--- src/rtl/irq_prio_core.sv ---
module irq_prio_core (
  input  logic       clk,
  input  logic       rst_n,
  input  logic [7:0] line_in,
  input  logic [7:0] mask_i,
  input  logic       nested_en,
  input  logic       is_master,
  input  logic       auto_eoi,
  input  logic       rot_aeoi,
  input  logic       ack_i,
  input  logic [2:0] ack_line,
  input  logic [7:0] isr_clr,
  input  logic       offset_ld,
  input  logic [2:0] offset_val,
  output logic       raise,
  output logic [2:0] raise_line,
  output logic [7:0] req_q,
  output logic [7:0] insvc_q,
  output logic [2:0] offset_q
);

  logic [7:0] last_q;
  logic [7:0] edge_hit, ack_bit, cand, cur_set;
  logic [3:0] cand_lvl, cur_lvl;

  function automatic logic [3:0] find_lvl(input logic [7:0] v, input logic [2:0] off);
    logic [2:0] idx;
    find_lvl = 4'd8;
    for (int p = 7; p >= 0; p--) begin
      idx = 3'(p) + off;
      if (v[idx]) find_lvl = 4'(p);
    end
  endfunction

  assign edge_hit = line_in & ~last_q;
  assign ack_bit  = ack_i ? (8'd1 << ack_line) : 8'd0;
  assign cand     = req_q & ~mask_i;
  assign cur_set  = (nested_en && is_master) ? (insvc_q & 8'hFB) : insvc_q;
  assign cand_lvl = find_lvl(cand, offset_q);
  assign cur_lvl  = find_lvl(cur_set, offset_q);
  assign raise    = cand_lvl < cur_lvl;
  assign raise_line = cand_lvl[2:0] + offset_q;

  always_ff @(posedge clk) begin
    if (!rst_n) begin
      last_q   <= '0;
      req_q    <= '0;
      insvc_q  <= '0;
      offset_q <= '0;
    end else begin
      last_q  <= line_in;
      req_q   <= (req_q & ~ack_bit) | edge_hit;
      insvc_q <= (insvc_q & ~isr_clr) | (auto_eoi ? 8'd0 : ack_bit);
      if (offset_ld)
        offset_q <= offset_val;
      else if (ack_i && auto_eoi && rot_aeoi)
        offset_q <= ack_line + 3'd1;
    end
  end

endmodule


--- config.mk ---
export PLATFORM = sky130hd
export DESIGN_NAME = irq_prio_core
export DESIGN_NICKNAME = d
export VERILOG_FILES = /design/src/rtl/irq_prio_core.sv
export SDC_FILE = /design/constraint.sdc
export NUM_CORES = 1
export LEC_CHECK = 0
export BUFFER_PORTS_ARGS = -buffer_cell sky130_fd_sc_hd__buf_2
export CAP_MARGIN = 20
export CORE_MARGIN = 2
export CORE_UTILIZATION = 48
export CTS_CLUSTER_SIZE = 16
export DETAILED_ROUTE_END_ITERATION = 8
export PLACE_DENSITY = 0.88
export SETUP_SLACK_MARGIN = 0.05
export SYNTH_ARGS = -nofsm -noshare
export SYNTH_HDL_FRONTEND = slang
export SYNTH_SLANG_ARGS = --single-unit
--- constraint.sdc ---
create_clock -name clk -period 3.1 [get_ports clk]
set_input_delay 0.465 -clock clk [delete_from_list [all_inputs] [get_ports clk]]
set_output_delay 0.465 -clock clk [all_outputs]
set_load 0.005 [all_outputs]
; ---- Word-level counts from Yosys, hierarchy flattened
; Index checks and enable logic that the tools add are counted.
[word_totals]
latch_bits = 0
output_inout_bits = 23
rom_bits = 0
mem_count = 0
in_bits = 38
ff_bits = 27
elab_cells = 90
ram_bits = 0
[classes]
magnitude_cmp = 9
multipliers = 0
n_addsub = 9
n_bitwise = 10
reduce_logical = 4
n_div = 0
n_eq_ne = 0
n_shift = 1
mux = 53
[ops]
columns = operator, n
row1 = 2-to-1 mux 4 bit, 16
row2 = binary-select mux 1 bit (select 3 bit), 16
row3 = bitwise AND 8 bit, 4
row4 = less-than comparator 3 x 4 -> 1 bit (second input constant), 8
row5 = inverter 8 bit, 4
row6 = 2-to-1 mux 1 bit, 16
row7 = 2-to-1 mux 8 bit, 2
row8 = bitwise OR 8 bit, 2
row9 = adder 3 bit (first input constant), 4
row10 = 2-to-1 mux 3 bit, 3
row11 = left shift 1 x 3 -> 8 bit (first input constant), 1
row12 = adder 2 x 3 -> 3 bit (first input constant), 2
row13 = less-than comparator 4 bit, 1
row14 = adder 1 x 3 -> 3 bit (first input constant), 1
row15 = adder 3 x 1 -> 3 bit (second input constant), 1
row16 = adder 3 bit, 1
row17 = logical AND 1 bit, 3
row18 = nonzero test 2 bit, 1

; ---- Logic depth before layout (Yosys ltp)
; Gate-level depths: netlist (run 1).
[depth]
depth_word = 13
depth_mapped = 14
mapped_depth_nobuf = 13

; ---- Least setup slack after synthesis (run 1)
; No wires, ideal clock.
[synth_timing]
path_type = register to output
start = register offset_q[1]
end = output raise_line[1]
setup_slack_ns = -0.145
arrival_ns = 2.780
t_required_ns = 2.635
path_stages_with_launch = 13
n_path_buf = 1
cell_sequence = dfxtp_1 -> buf_2 -> inv_2 -> ha_1 -> xnor2_2 -> mux4_2 -> a21oi_2 -> nor4_1 -> or2_1 -> ha_1 -> inv_1 -> fa_1 -> inv_1
[synth_between]
elab_chain_cells = 12
word_cells_on_any_way = 32
classes_between = add/sub (8) / mux (24)
[synth_rtl]
columns = element, line_no
row1 = from (decl), 19  ; output logic [2:0] offset_q
row2 = from (signal assigned), 55  ; offset_q <= offset_val;
row3 = from (signal assigned), 57  ; offset_q <= ack_line + 3'd1;
row4 = adder 3 bit, 30  ; idx = 3'(p) + off;
row5 = binary-select mux 1 bit (select 3 bit), 31  ; if (v[idx]) find_lvl = 4'(p);
row6 = 2-to-1 mux 1 bit (not written as such), 31
row7 = 2-to-1 mux 4 bit (8 in a row), 31
row8 = adder 3 bit (*), 42  ; assign raise_line = cand_lvl[2:0] + offset_q;
row9 = to (decl), 16  ; output logic [2:0] raise_line,
; Every way passes the cells marked *; elsewhere a longest branch is shown, timed or not. The select of a mux whose other input is x is not followed.

; ---- Worst setup path after layout (run 1)
[layout_timing]
start = register req_q[0]
end = output raise_line[2]
[layout_between]
elab_chain_cells = 12
word_cells_on_any_way = 26
classes_between = add/sub (1) / mux (24) / bitwise (1)
[layout_rtl]
columns = element, line_no
row1 = from (decl), 17  ; output logic [7:0] req_q,
row2 = from (signal assigned), 52  ; req_q <= (req_q & ~ack_bit) | edge_hit;
row3 = bitwise AND 8 bit (*), 37  ; assign cand = req_q & ~mask_i;
row4 = binary-select mux 1 bit (select 3 bit), 31
row5 = 2-to-1 mux 1 bit (not written as such), 31
row6 = 2-to-1 mux 4 bit (7 in a row), 31
row7 = 2-to-1 mux 4 bit (*), 31
row8 = adder 3 bit (*), 42
; Marks and branches as above.

==> results of run 1 <==
-- registers in the layout, indices dropped and copies added (netlist names) --
register and count:
insvc_q 8, last_q 8, req_q 8, offset_q 3
-- logic make-up after synthesis --
logic type                 synth area share, %
DFF                                       24.9
muxes                                     27.6
xor gates and xnor gates                  2.36
and+or+nand+nor                           23.1
AOI/OAI and AO/OA                         9.22
buffers and inverters                     5.01
adders and majority gates                 7.84
-- routing by layer --
layer  vias up  share of wire [%]  global-route usage, %
met5         -                  0                      0
met4         0                2.7                   7.97
met3        17                3.8                   1.97
met2        66                 54                   42.2
met1       958                 39                   27.1
li1        973                  -                      -
-- power breakdown --
part	switching, mW	internal [mW]
registers	0.0149	0.365
clock network	0.106	0.0901
logic	0.214	0.264
-- how the worst min path moves through the flow --
stage	end	slack, ns	depth (start not counted)
after floorplan	req_q[0]$_SDFF_PN0_	0.51	3
after global placement	req_q[3]$_SDFF_PN0_	0.52	3
after detailed placement	req_q[3]$_SDFF_PN0_	0.53	3
after CTS	last_q[2]$_SDFF_PN0_	0.40	2
after global routing	last_q[2]$_SDFF_PN0_	0.41	2
final	last_q[3]$_SDFF_PN0_	0.40	2
-- through the flow --
stage | cell area, µm² | utilization (%) | cells
2_1_floorplan | 2240 | - | 225
3_3_place_gp | 2730 | 62.6 | 352
3_5_place_dp | 2730 | 62.6 | 352
4_1_cts | 2930 | 67.2 | 363
5_1_grt | 3040 | 69.9 | 364
6_report | 3040 | 69.9 | 364
-- timing repair --
item                                    CTS  global route
endpoints found under the setup margin    4             4
resized for setup                        22            27
endpoints found under the hold margin     0             0
setup buffers                             7             1
gates cloned                              0             0
pin swaps                                 9             2
-- final cells by class --
class                      count  area [µm²]  share of cell area [%]
clock buffer                   3        41.3                    1.36
clock inverter                 1        5.00                   0.164
inverter                      12        52.6                    1.73
multi-input combinational    177        1750                    57.4
sequential                    27         552                    18.1
tap                           52        65.1                    2.14
timing repair buffer          92         579                    19.0
-- critical path, delay by kind of cell (launching register included) --
kind / cells / cell delay [ns]
buffers and inverters: 2 / 0.16
muxes: 2 / 0.81
xor gates and xnor gates: 2 / 0.29
and+or+nand+nor: 3 / 0.65
adders and majority gates: 2 / 0.48
DFF: 1 / 0.34
-- cells in the final DEF, fill, tap and decap left out, types with 2 or more instances in the layout --
cell,instances
mux2_4,6
nand3_1,4
mux2i_1,5
dfxtp_1,20
mux2i_2,3
o211ai_1,2
ha_1,8
nor2b_2,3
nand4_1,2
inv_1,8
nand2b_1,2
mux4_2,16
mux2_2,2
buf_2,59
buf_4,28
or2_1,2
nor2b_4,4
a21oi_1,20
mux2i_4,3
buf_6,3
a211oi_1,2
ha_4,3
nand2_1,12
xnor2_4,2
dfxtp_2,6
and2_1,9
o21a_1,2
nor2b_1,39
clkbuf_8,3
inv_2,2
buf_12,2
nor2_1,7
==> results.md, run 1 <==
Status:
- The flow ran to the end, but the final reports show violations.
- The checks that failed: setup timing.

Synthesis:
- The number of warnings reported in the yosys synthesis log is 0.
- Each instance of the synthesized netlist takes up on average 9.65 µm².
- The distinct cell type count of the synthesized netlist is 40.
- The synthesized instance count is 225.
- In the post-synthesis netlist, the biggest area contributors are dfxtp_1 25%, mux4_2 15%, nor2b_1 13%.
- In the synthesized netlist the dominant register cell turns out to be dfxtp_1.
- The most area-hungry cell type in the Yosys netlist is dfxtp_1.
- By instance count, the leading cell after synthesis is nor2b_1.
- For this run, the register share of the synthesized area comes to 24.9%.
- Counting instances in the post-synthesis netlist gives the leading cell types as 46 x nor2b_1, 27 x dfxtp_1, 20 x a21oi_1, 14 x mux4_2.
- The number of flip-flops and latches in the synthesized netlist is 27.
- The cell area that synthesis handed to floorplanning was 2170 µm².
- The post-synth net total is 276.
- After synthesis, the share of flip-flops with an asynchronous set or reset is 0%.
- The synthesized design contains 0 enable-type register cells.
- The share of Yosys cell area claimed by the top area cell type is 24.9%.

Clock tree:
- For the worst-skew pair, the clock arrives at the later sink with an insertion delay of 0.27 ns.
- The clock-pin slew reported for the worst setup and hold paths after clock tree synthesis is 0.09 ns.
- The maximum number of buffers from clock root to sink is 2.
- The clock net sink count is 27.
- The tree is rooted in a clkbuf_8.
- TritonCTS built the clock tree.
- TritonCTS created 3 clock buffers.
- The level count of the clock H-tree is 1.
- Buffers inserted to repair hold after CTS numbered 0.

STA:
- At the pin with the least slew margin, the transition time is 0.396 ns.
- The post-route minimum period is 3.47 ns.
- The worst-case headroom to the max-slew limit is 73.4%.
- The number of slew-limit violations in the final report is 0.
- Final hold analysis gives a worst-case slack of 0.396 ns.
- The final clock skew is 0.00246 ns.
- The number of failing hold endpoints at the final stage is 0.
- The final cycle utilization of the critical path is 112%.
- Based on the critical path, the design can be clocked at up to 289 MHz.
- Setup repair after global routing could not meet its margin everywhere.
- Setup violations remaining at the end of the flow were counted as 3.
- In the post-route analysis, the smallest setup slack over all paths is -0.366 ns.
- The final total negative setup slack is -0.976 ns.

Routing:
- For this block, the routed nets add up to 5.84 mm of wire.
- The number of nets with antenna violations after routing is 0.
- The first detailed-routing pass ran for 4 iterations.
- The DRC violations left is 0.
- In the routed layout, each cell is associated on average with a via count of 5.53.
- The average wire per standard cell is 16.0 µm.
- The detailed router finished its first iteration with 96 violations.
- The via count is 2014.

Pwr:
- VDD sags by at most 380 µV.
- The design draws 1.06 mW.
- The reported leakage power is 1.35 nW.
- The total power per unit cell area is 347 nW/µm².

Placed design:
- The last weighted congestion value of the routability-driven placer is 0.830.
- The detailed placement HPWL is 4.18 mm.
- Buffers placed on the I/O ports in this run total 60.
- Prior to clock tree synthesis, the placed netlist has a worst setup slack of -0.222 ns.

Worst setup path:
- Data on the critical path arrives at its endpoint at 3.00 ns.
- The number of cells on the worst reg-to-reg path is 5.
- In this run the critical register-to-register path is captured at offset_q[2]$_SDFFE_PN0P_.
- The origin of the worst setup path is req_q[0]$_SDFF_PN0_.
- Following the worst setup path forward leads to its endpoint at raise_line[2].
- The endpoint required time on the critical path is 2.63 ns.
- In this design, the stage delay of the slowest critical-path cell is 0.49 ns.
- The beginning of the worst register-to-register path is offset_q[2]$_SDFFE_PN0P_.
- The setup path with the least slack is of type reg2out.
- Of all nets on the critical path, the largest fanout is 4.
- The master of the slowest instance on the critical path is mux4_2.
- The critical path launch point type is a flip-flop.
- The worst register-to-register path has a setup slack of 1.93 ns.
- Traced cell by cell, the critical path runs through nor2b_2 > mux4_2 > mux2_4 > nor4_4 > or2_1 > ha_4 > inv_2 > fa_2 > xnor2_2 > xnor2_1 > buf_2.
- The endpoint class of the critical path is an output pin.

Floorplanning:
- In this run the core area contains 24 standard-cell rows.
- The die outline area is 5080 µm².
- The number of I/O pins is 61.
- From bottom edge to top edge, the die measures 71.3 µm.
- The initial utilization of the core area, before any placement, comes to 49.9%.
- The die outline width is 71.3 µm.
- The core area is 4350 µm².

Layout:
- The fill cell total of the finished layout is 308.
- From synthesis to final layout, the design area changed by 40.2%.
- The count of nets after finishing is 364.
- The number of antenna diodes in the final layout is 0.
- The share of post-route cells with drive strength above 1 is 50.3%.

Hold path:
- The path type of the worst min-delay path is in2reg.
- The origin of the worst min-delay path is line_in[3].

GRT:
- The total overflow left after global routing is 0.
- The largest net degree at the start of global routing is 28.
- The initial antenna violation count is 0.
- The number of global-route vias before repair was 2007.
- The first-pass GRT wire length is 9.17 mm.
- Global routing consumed, over all layers together, 22.6% of the routing resources.

Job:
- Max-cap violations in this run came to 0.
Power figures use the tool's default switching activity.
==> run 2, diff against run 1 <==
--- a/config.mk
+++ b/config.mk
@@ -12,6 +12,7 @@
 export CTS_CLUSTER_SIZE = 16
 export DETAILED_ROUTE_END_ITERATION = 8
 export PLACE_DENSITY = 0.88
+export RECOVER_POWER = 100
 export SETUP_SLACK_MARGIN = 0.05
 export SYNTH_ARGS = -nofsm -noshare
 export SYNTH_HDL_FRONTEND = slang
==> run 2 against run 1 <==
Net effect: the flow still finishes with violations (setup timing); hold slack worse by 0.0036 ns; global-route usage unchanged; count of clock-buffer cells in the layout unchanged; clock skew up 0.00095 ns; flip-flop and latch count unchanged; sequential share of layout area down 0.12 points; power about the same; maximum frequency about the same; via count up 1.4%; sequential power about the same; largest cell class unchanged.
==> results.md, run 2 (same netlist as run 1, synthesis figures left out) <==
Status:
- The run finished, with violations left.
- The checks that failed: setup timing.

Clock tree:
- The clock net sink count is 27.
- The tree is rooted in a clkbuf_8.
- Clock-pin slew was measured on the worst setup and hold paths at 0.09 ns.
- TritonCTS built the clock tree.
- The number of hold-repair buffers added at the cts stage is 0.
- In this run, CTS created clock tree buffers numbering 3.
- The maximum number of buffers from clock root to sink is 2.
- In this run the number of H-tree levels came out at 1.
- The clock latency on the worst-skew pair is 0.27 ns.

Floorplanning:
- The die outline width is 71.3 µm.
- During I/O placement, the number of pins put on the boundary was 61.
- The die outline area is 5080 µm².
- The floorplan has 24 rows.
- After floorplanning, the core was sized to cover 4350 µm².
- For this configuration, the core starts out at a cell density of 49.9%.
- The die is 71.3 µm tall.

Placed design:
- The congestion estimate from routability-driven global placement came to 0.830.
- The wire-length estimate of the detail-placed layout is 4.18 mm.
- The number of buffers added on ports is 60.
- The number of cells after detailed placement is 352.

Layout:
- In the final layout, the share of cells above drive strength 1 is 46.8%.
- For this run, the number of standard cells in the final layout without fillers is 364.
- The area taken by multi-input logic gates is 1750 µm².
- Leaving out fill and tap cells, the most frequent cells in the layout are 53 x buf_2, 39 x nor2b_1, 25 x dfxtp_1, 25 x buf_4, 20 x a21oi_1.
- The final layout contains 364 nets.
- 0 antenna diodes ended up in the layout.
- Leaving out fill and tap cells, the most frequent cell in the layout is buf_2.
- The storage element area is 546 µm².
- The layout has 312 filler cells.
- The post-synthesis to final-layout area growth is 39.5%.
- The largest registers in the layout are insvc_q (8), last_q (8), req_q (8).

STA:
- The worst hold margin is 0.393 ns.
- Setup repair after global routing could not meet its margin everywhere.
- The number of slew-limit violations in the final report is 0.
- The highest clock frequency the design can meet is 289 MHz.
- For the final database, setup skew stands at 0.00341 ns.
- The final cycle utilization of the critical path is 112%.
- Setup violations remaining at the end of the flow were counted as 3.
- The worst-case headroom to the max-slew limit is 46.5%.
- The post-route minimum period is 3.46 ns.
- The number of failing hold endpoints at the final stage is 0.
- In the post-route analysis, the smallest setup slack over all paths is -0.364 ns.
- The actual slew at the worst max-slew pin is 0.802 ns.

Routing:
- After detailed routing, the number of remaining DRC violations is 0.
- In this run the remaining antenna-violating nets after routing total 0.
- The routed layout has 2043 vias.
- The initial detailed-routing violation count is 93.
- Dividing the detail-routed via count by the number of cells gives 5.61.
- The number of iterations in the first detailed-routing pass is 4.
- In the final routed layout, each cell accounts on average for 16.1 µm.
- The final wirelength is 5.86 mm.

Worst setup path:
- The critical path in this run is classified as reg2out.
- The critical path data arrival time is 3.00 ns.
- The critical path launch point type is a flip-flop.
- The worst setup path is captured at an output pin.
- The endpoint required time on the critical path is 2.63 ns.
- The critical-path maximum fanout is 4.

Pwr:
- IR analysis of the VDD net gives a maximum drop of 383 µV.
- The reported leakage power is 1.32 nW.
- The total power per unit cell area is 348 nW/µm².
- After layout, the design draws a total of 1.05 mW.

GRT:
- The number of global-route vias before repair is 2007.
- The initial antenna violation count is 0.
- Summed over all layers, the global routing overflow is 0.
- The largest net degree at the start of global routing is 28.
- The first global-routing pass estimated 9.17 mm of wire.
- The total global routing track utilization is 22.6%.

Hold path:
- The path type of the worst min-delay path is in2reg.

Job:
- The max capacitance violation total is 0.
-- run 2: repair_timing --
item | in CTS | in global routing
gates cloned | 0 | 0
pin swaps | 9 | 2
setup endpoints to repair | 4 | 4
buffers inserted | 7 | 1
gates resized for setup | 22 | 27
-- run 2: worst max-delay path, cell delays in order (launching register included) --
cell	delay, ns
dfxtp_1	0.34
nor2b_2	0.19
mux4_2	0.49
mux2_4	0.32
nor4_4	0.28
or2_1	0.18
ha_4	0.14
inv_2	0.03
fa_2	0.34
xnor2_2	0.14
xnor2_1	0.15
buf_2	0.13
-- run 2: routing by layer --
| layer | track usage (%) | vias to the layer above | routed length [µm] |
|---|---|---|---|
| met5 | 0 | - | 0 |
| met4 | 7.97 | 0 | 158 |
| met3 | 1.97 | 17 | 260 |
| met2 | 42.2 | 80 | 3180 |
| met1 | 27.1 | 971 | 2260 |
| li1 | - | 975 | - |
-- run 2: power by group --
group / switching (mW) / internal, mW / total, mW
clock: 0.108 / 0.0902 / 0.198
combinational: 0.214 / 0.263 / 0.478
sequential: 0.0150 / 0.364 / 0.379
total: 0.337 / 0.718 / 1.05
-- run 2: path summary, 6_finish.rpt --
path / start / to / slack (ns) / cells after the start
setup / recovery: req_q[0]$_SDFF_PN0_ / raise_line[2] / -0.36 / 11
hold reg to reg: last_q[3]$_SDFF_PN0_ / req_q[3]$_SDFF_PN0_ / 0.54 / 3
setup reg to reg: offset_q[2]$_SDFFE_PN0P_ / offset_q[2]$_SDFFE_PN0P_ / 1.93 / 5
hold / removal: line_in[2] / last_q[2]$_SDFF_PN0_ / 0.39 / 2
-- run 2: area by class of cell --
type / instances / area share (%)
Clock buffer: 3 / 1.36
Clock inverter: 1 / 0.165
Inverter: 12 / 1.73
Multi-Input combinational cell: 177 / 57.7
Sequential cell: 27 / 18.0
Tap cell: 52 / 2.15
Timing Repair Buffer: 92 / 18.9
-- run 2: through the flow --
step	util, %	cell area [µm²]	TNS (ns)	setup slack [ns]
final	69.6	3030	-0.981	-0.364
after global routing	69.6	3030	-1.35	-0.486
after CTS	67.2	2930	-0.857	-0.299
after detailed placement	62.6	2730	-0.383	-0.222
after global placement	62.6	2730	-0.274	-0.178
after floorplan	-	2240	0	0.0263
